## src/rtl/ddc_gpio_pkg.sv

```systemverilog
package ddc_gpio_pkg;

  // Expand byte enables into a bit mask
  function automatic logic [31:0] be_to_mask(input logic [3:0] be);
    logic [31:0] m;
    for (int b = 0; b < 4; b++) begin
      m[b*8 +: 8] = {8{be[b]}};
    end
    return m;
  endfunction

  // Index of each picked field in the compact field vector
  localparam int F_SDA_D = 0;
  localparam int F_SCL_D = 1;
  localparam int F_SDA_E = 2;
  localparam int F_SCL_E = 3;
  localparam int F_GATE  = 4;
  localparam int F_W     = 5;

endpackage

```

## src/rtl/ddc_byte_store.sv

```systemverilog
module ddc_byte_store
  import ddc_gpio_pkg::*;
#(
  parameter int REG_W    = 32,
  parameter int BIT_BASE = 0,
  parameter int GATE_BIT = 25
) (
  input  logic               clk,
  input  logic               rst_n,
  input  logic               wr_en,
  input  logic [REG_W/8-1:0] wr_be,
  input  logic [REG_W-1:0]   wr_data,
  output logic [REG_W-1:0]   store_q,
  output logic [F_W-1:0]     fields_nxt
);

  localparam logic [REG_W-1:0] RB_MASK = (REG_W'(1) << (BIT_BASE + 8)) |
                                         (REG_W'(1) << (BIT_BASE + 9));

  logic [REG_W-1:0] store_d;
  logic [REG_W-1:0] merged;

  always_comb begin
    merged  = (store_q & ~be_to_mask(wr_be)) | (wr_data & be_to_mask(wr_be));
    store_d = merged & ~RB_MASK;
    fields_nxt[F_SDA_D] = merged[BIT_BASE];
    fields_nxt[F_SCL_D] = merged[BIT_BASE + 1];
    fields_nxt[F_SDA_E] = merged[BIT_BASE + 16];
    fields_nxt[F_SCL_E] = merged[BIT_BASE + 17];
    fields_nxt[F_GATE]  = merged[GATE_BIT];
  end

  always_ff @(posedge clk or negedge rst_n) begin
    if (!rst_n) begin
      store_q <= '0;
    end else if (wr_en) begin
      store_q <= store_d;
    end
  end

endmodule

```

## src/rtl/ddc_line_sync.sv

```systemverilog
module ddc_line_sync #(
  parameter int LINES  = 2,
  parameter int STAGES = 2
) (
  input  logic             clk,
  input  logic             rst_n,
  input  logic [LINES-1:0] pad_in,
  output logic [LINES-1:0] pad_sync
);

  for (genvar l = 0; l < LINES; l++) begin : g_line
    logic [STAGES-1:0] chain_q;
    logic [STAGES-1:0] chain_d;

    always_comb begin
      chain_d = {chain_q[STAGES-2:0], pad_in[l]};
    end

    always_ff @(posedge clk or negedge rst_n) begin
      if (!rst_n) begin
        chain_q <= '1;
      end else begin
        chain_q <= chain_d;
      end
    end

    assign pad_sync[l] = chain_q[STAGES-1];
  end

endmodule

```

## src/rtl/ddc_pad_drive.sv

```systemverilog
module ddc_pad_drive
  import ddc_gpio_pkg::*;
#(
  parameter bit GATED = 1'b0
) (
  input  logic           clk,
  input  logic           rst_n,
  input  logic           wr_en,
  input  logic           trig_be,
  input  logic [F_W-1:0] fields_nxt,
  output logic           sda_pull_low,
  output logic           scl_pull_low
);

  logic upd_en;
  logic sda_low_d;
  logic scl_low_d;

  always_comb begin
    upd_en    = wr_en & (GATED ? (trig_be & fields_nxt[F_GATE]) : 1'b1);
    sda_low_d = fields_nxt[F_SDA_E] & ~fields_nxt[F_SDA_D];
    scl_low_d = fields_nxt[F_SCL_E] & ~fields_nxt[F_SCL_D];
  end

  always_ff @(posedge clk or negedge rst_n) begin
    if (!rst_n) begin
      sda_pull_low <= 1'b0;
      scl_pull_low <= 1'b0;
    end else if (upd_en) begin
      sda_pull_low <= sda_low_d;
      scl_pull_low <= scl_low_d;
    end
  end

endmodule

```

## src/rtl/ddc_gpio_reg.sv

```systemverilog
module ddc_gpio_reg
  import ddc_gpio_pkg::*;
#(
  parameter int REG_W       = 32,
  parameter int BIT_BASE    = 0,
  parameter bit GATED       = 1'b0,
  parameter int GATE_BIT    = 25,
  parameter int TRIG_BYTE   = 2,
  parameter int SYNC_STAGES = 2
) (
  input  logic               clk,
  input  logic               rst_n,
  input  logic               wr_en,
  input  logic [REG_W/8-1:0] wr_be,
  input  logic [REG_W-1:0]   wr_data,
  output logic [REG_W-1:0]   rd_data,
  input  logic               sda_in,
  input  logic               scl_in,
  output logic               sda_pull_low,
  output logic               scl_pull_low
);

  localparam int RB_SDA = BIT_BASE + 8;
  localparam int RB_SCL = BIT_BASE + 9;

  logic [REG_W-1:0] store_q;
  logic [F_W-1:0]   fields_nxt;
  logic [1:0]       line_sync;

  ddc_byte_store #(
    .REG_W   (REG_W),
    .BIT_BASE(BIT_BASE),
    .GATE_BIT(GATE_BIT)
  ) u_store (
    .clk       (clk),
    .rst_n     (rst_n),
    .wr_en     (wr_en),
    .wr_be     (wr_be),
    .wr_data   (wr_data),
    .store_q   (store_q),
    .fields_nxt(fields_nxt)
  );

  ddc_pad_drive #(
    .GATED(GATED)
  ) u_drive (
    .clk         (clk),
    .rst_n       (rst_n),
    .wr_en       (wr_en),
    .trig_be     (wr_be[TRIG_BYTE]),
    .fields_nxt  (fields_nxt),
    .sda_pull_low(sda_pull_low),
    .scl_pull_low(scl_pull_low)
  );

  ddc_line_sync #(
    .LINES (2),
    .STAGES(SYNC_STAGES)
  ) u_sync (
    .clk     (clk),
    .rst_n   (rst_n),
    .pad_in  ({scl_in, sda_in}),
    .pad_sync(line_sync)
  );

  always_comb begin
    rd_data         = store_q;
    rd_data[RB_SDA] = line_sync[0];
    rd_data[RB_SCL] = line_sync[1];
  end

endmodule

```

## config.mk

```make
export PLATFORM = sky130hd
export DESIGN_NAME = ddc_gpio_reg
export DESIGN_NICKNAME = d
export VERILOG_FILES = /design/src/rtl/ddc_gpio_pkg.sv /design/src/rtl/ddc_byte_store.sv /design/src/rtl/ddc_line_sync.sv /design/src/rtl/ddc_pad_drive.sv /design/src/rtl/ddc_gpio_reg.sv
export SDC_FILE = /design/constraint.sdc
export NUM_CORES = 1
export LEC_CHECK = 0
export BUFFER_PORTS_ARGS = -buffer_cell sky130_fd_sc_hd__buf_2
export CAP_MARGIN = 20
export CORE_ASPECT_RATIO = 1.2
export CORE_MARGIN = 2
export CORE_UTILIZATION = 47
export DETAILED_ROUTE_END_ITERATION = 10
export PLACE_DENSITY_LB_ADDON = 0.08
export RECOVER_POWER = 100
export SLEW_MARGIN = 20
export SYNTH_ARGS = -nofsm -noshare
export SYNTH_HDL_FRONTEND = slang
export SYNTH_HIERARCHICAL = 1
export SYNTH_SLANG_ARGS = --single-unit
```

## constraint.sdc

```tcl
create_clock -name clk -period 2.4 [get_ports clk]
set_input_delay 0.12 -clock clk [delete_from_list [all_inputs] [get_ports clk]]
set_output_delay 0.12 -clock clk [all_outputs]
set_load 0.05 [all_outputs]
```

# Word-level counts from Yosys, hierarchy flattened
# Index checks and enable logic that the tools add are counted.
[classes]
bitwise = 8
[ops]
columns = ["operator", "n"]
rows = [
  ["32-bit AND", 2],
  ["32-bit NOT", 1],
  ["32-bit bitwise OR", 1],
  ["1-bit AND", 2],
  ["1-bit NOT", 2],
]
[totals]
ff_bits = 36
in_bits = 41
out_inout_bits = 34
wordCells = 13

# Logic depth before layout (Yosys ltp)
[logic_depth]
word_depth = 5
depth_mapped = 3
depth_no_buf = 3

# Hierarchy
# Netlist, hierarchy kept.
[by_module_without_submodules]
columns = ["mod", "instances", "cells_per_inst", "area_each_um2", "seq_area_each_um2"]
rows = [
  ["ddc_byte_store", 1, 72, 1186.1, 750.7],
  ["ddc_line_sync", 1, 6, 120.1, 105.1],
  ["ddc_pad_drive", 1, 8, 80.1, 50.0],
]

# Worst setup path after synthesis
# Ideal clock, no wire load.
[synth_path]
kind = "reg-to-reg"
start = "register u_store.store_q[0]"
end = "register u_drive.sda_pull_low"
setup_time_ps = 83
arrival_time_ps = 1067
required_ps = 2317
slack_ps = 1251
stages_incl_launch_ff = 4
path_buffers = 0
synth_period_minus_slack_ps = 1149
cell_sequence = "dfrtp_1 > mux2_2 > nand3b_1 > o21ai_0"
[synth_via]
elab_chain_len = 4
[synth_lines]
columns = ["element", "line_no", "text"]
rows = [
  ["start, declared", "ddc_byte_store.sv:13", "output logic [REG_W-1:0] store_q,"],
  ["start signal, assigned", "ddc_byte_store.sv:37", "store_q <= store_d;"],
  ["32-bit AND", "ddc_byte_store.sv:24", "merged = (store_q & ~be_to_mask(wr_be)) | (wr_data & be_to_mask(wr_be));"],
  ["32-bit bitwise OR", "ddc_byte_store.sv:24", ""],
  ["named net fields_nxt[0]", "ddc_gpio_reg.sv:27", "logic [F_W-1:0] fields_nxt;"],
  ["1-bit NOT", "ddc_pad_drive.sv:21", "sda_low_d = fields_nxt[F_SDA_E] & ~fields_nxt[F_SDA_D];"],
  ["1-bit AND", "ddc_pad_drive.sv:21", ""],
  ["end signal, assigned", "ddc_pad_drive.sv:30", "sda_pull_low <= sda_low_d;"],
  ["end, declared", "ddc_pad_drive.sv:11", "output logic sda_pull_low,"],
]
# The timed path passes the listed nets, and every way through them passes these cells.
# A chain may end at the register's enable or synchronous reset.

# Worst setup path in the final report
[layout_path]
start = "register u_sync.g_line[0].chain_q[1]"
end = "output port rd_data[8]"
[layout_lines]
columns = ["element", "line_no", "text"]
rows = [
  ["start, declared", "ddc_line_sync.sv:12", "logic [STAGES-1:0] chain_q;"],
  ["start signal, assigned", "ddc_line_sync.sv:23", "chain_q <= chain_d;"],
  ["end, declared", "ddc_gpio_reg.sv:16", "output logic [REG_W-1:0] rd_data,"],
]
# No word-level cell between the ends.

==> impl_metrics.json <==
{
  "wl_per_cell_um": 12.5,
  "grt_busiest_layer": "met2",
  "ir_worst_vdd_v": 0.000582,
  "synth.avg_cell_area_um2": 16.5,
  "cts.sink_count": 36,
  "setup_viol": 0,
  "postRouteAntennaNets": 0,
  "core-area_mm2": 0.00276,
  "period_share_pct": 59.1,
  "max_freq_mhz": 705,
  "syn_to_final_growth_pct": 32.1,
  "dr.pass1.iters": 3,
  "slowest_delay_ns": 0.53,
  "final_layout_size_suffix_gt1_share_pct": 51.8,
  "crit_family": "flip-flops",
  "end_kind": "output port",
  "post_cts_resized": 0,
  "gr-usage-met3_pct": 8.61,
  "die_h_um": 62.8,
  "grt_use_total_pct": 17.4,
  "via_count": 925,
  "insertion_delay_ns": 0.32,
  "power_leakage_uw": 0.000817,
  "cp-start-kind": "register",
  "portBuffers": 72,
  "die_area_mm2": 0.00333,
  "crit_arrival_ns": 1.30,
  "timing.critical_path.buf_inv": 1,
  "cp_max_fo": 1,
  "antenna_found_initial": 0,
  "route.detailed.drc": 0,
  "cts_made_buffers": 5,
  "clkTransAtPathRegs_ns": 0.10,
  "outcome": "finished clean",
  "grtUsageMet1_pct": 19.9,
  "dp_hpwl_um": 1900,
  "min_path_type": "input port to register",
  "fin_tns_setup_ns": 0,
  "path_class": "register to output port",
  "start_util_pct": 49.2,
  "place_ws_ns": 1.38,
  "syn_inst": 82,
  "syn-num-nets": 123,
  "syn-cell-area_mm2": 0.00136,
  "cts_htree_levels": 2,
  "slew_headroom_pct": 50.4,
  "fin_ws_ns": 0.982,
  "drt_iter0_drc": 12,
  "powerDensity_mw_per_mm2": 854,
  "worst_slew_pin_slew_ns": 0.745,
  "routed_wl_um": 2480,
  "grt_pass1_vias": 958,
  "fin_nets": 204,
  "hold_viol": 0,
  "maxSlewViolCount": 0,
  "cap_violations": 0,
  "yosysWarnings": 6,
  "rsz0062_at_grt": "false",
  "placementRows": 21,
  "crit_path_cell_trace": "clkbuf_1",
  "vias_per_cell": 4.67,
  "grt_pass1_wl_um": 4200,
  "postCtsSetupBuffers": 0,
  "overflow": 0,
  "gp_congestion": 0.686,
  "clockBufferDepth": 2,
  "ctsRootBufferMaster": "clkbuf_4",
  "io_pins": 75,
  "clock_skew_ns": 0.0105,
  "die_x_um": 53.0,
  "cts_tree": "done",
  "slowest_stage": "dfstp_2",
  "grt_max_degree": 37,
  "cp.required_ns": 2.28,
  "grt_use_met2_pct": 28.0,
  "layout_min_cycle_time_ns": 1.42,
  "antenna-diode-count": 0
}
==> placed cells by master, fill, tap and decap left out <==
| cell type | count |
|---|---|
| dfstp_2 | 4 |
| nand3b_1 | 1 |
| mux2_2 | 34 |
| clkbuf_4 | 5 |
| buf_2 | 38 |
| nand2_1 | 2 |
| dlygate4sd3_1 | 4 |
| inv_1 | 2 |
| o21ai_0 | 1 |
| o22ai_1 | 1 |
| clkinv_2 | 1 |
| clkbuf_1 | 36 |
| nand2_2 | 3 |
| dfrtp_1 | 32 |
==> worst paths after layout <==
path	start	endpoint	slack, ns	cells after the start
max	u_sync/g_line[0].chain_q[1]	rd_data[8]	0.98	1
min	wr_data[31]	register	0.03	2
max reg2reg	u_store/store_q[0]	u_drive/sda_pull_low	1.43	3
min reg2reg	u_sync/g_line[0].chain_q[0]	u_sync/g_line[0].chain_q[1]	0.36	0
max in group asynchronous	rst_n	u_store/store_q[17]	1.53	2
min in group asynchronous	rst_n	async pin	0.39	2
==> layer usage <==
metal | up-vias | share of wire [%]
met5 | - | 0
met3 | 2 | 9.9
met1 | 435 | 38
li1 | 446 | -
met4 | 0 | 0.77
met2 | 42 | 51
==> cell type report <==
type / instances / area [um^2]
Fill cell: 237 / 967
Sequential cell: 36 / 906
Multi-Input combinational cell: 42 / 428
Timing Repair Buffer: 76 / 358
Clock buffer: 7 / 45.0
Tap cell: 34 / 42.5
Inverter: 2 / 7.51
Clock inverter: 1 / 5.00
==> through the flow <==
stage | total power (uW) | cell area [um^2] | hold slack, ns | cells | util [%]
4_1_cts | 1570 | 1820 | 0.00683 | 197 | 66.1
2_1_floorplan | 1130 | 1360 | -0.176 | 82 | -
3_5_place_dp | 1280 | 1740 | 0.230 | 186 | 63.2
3_3_place_gp | 1260 | 1740 | 0.225 | 186 | 63.2
6_report | 1530 | 1790 | 0.0286 | 198 | 64.9
5_1_grt | 1610 | 1790 | 0.00367 | 198 | 64.9
==> what timing repair did <==
action,CTS,global route
hold buffers,3,1
endpoints found under the hold margin,34,1
endpoints found under the setup margin,0,0
==> report_power, final <==
group	internal [uW]	total, uW	switching [uW]
logic	129	510	381
clock network	114	286	172
registers	691	733	42.0
No activity file was read; power rests on OpenSTA's default activity.
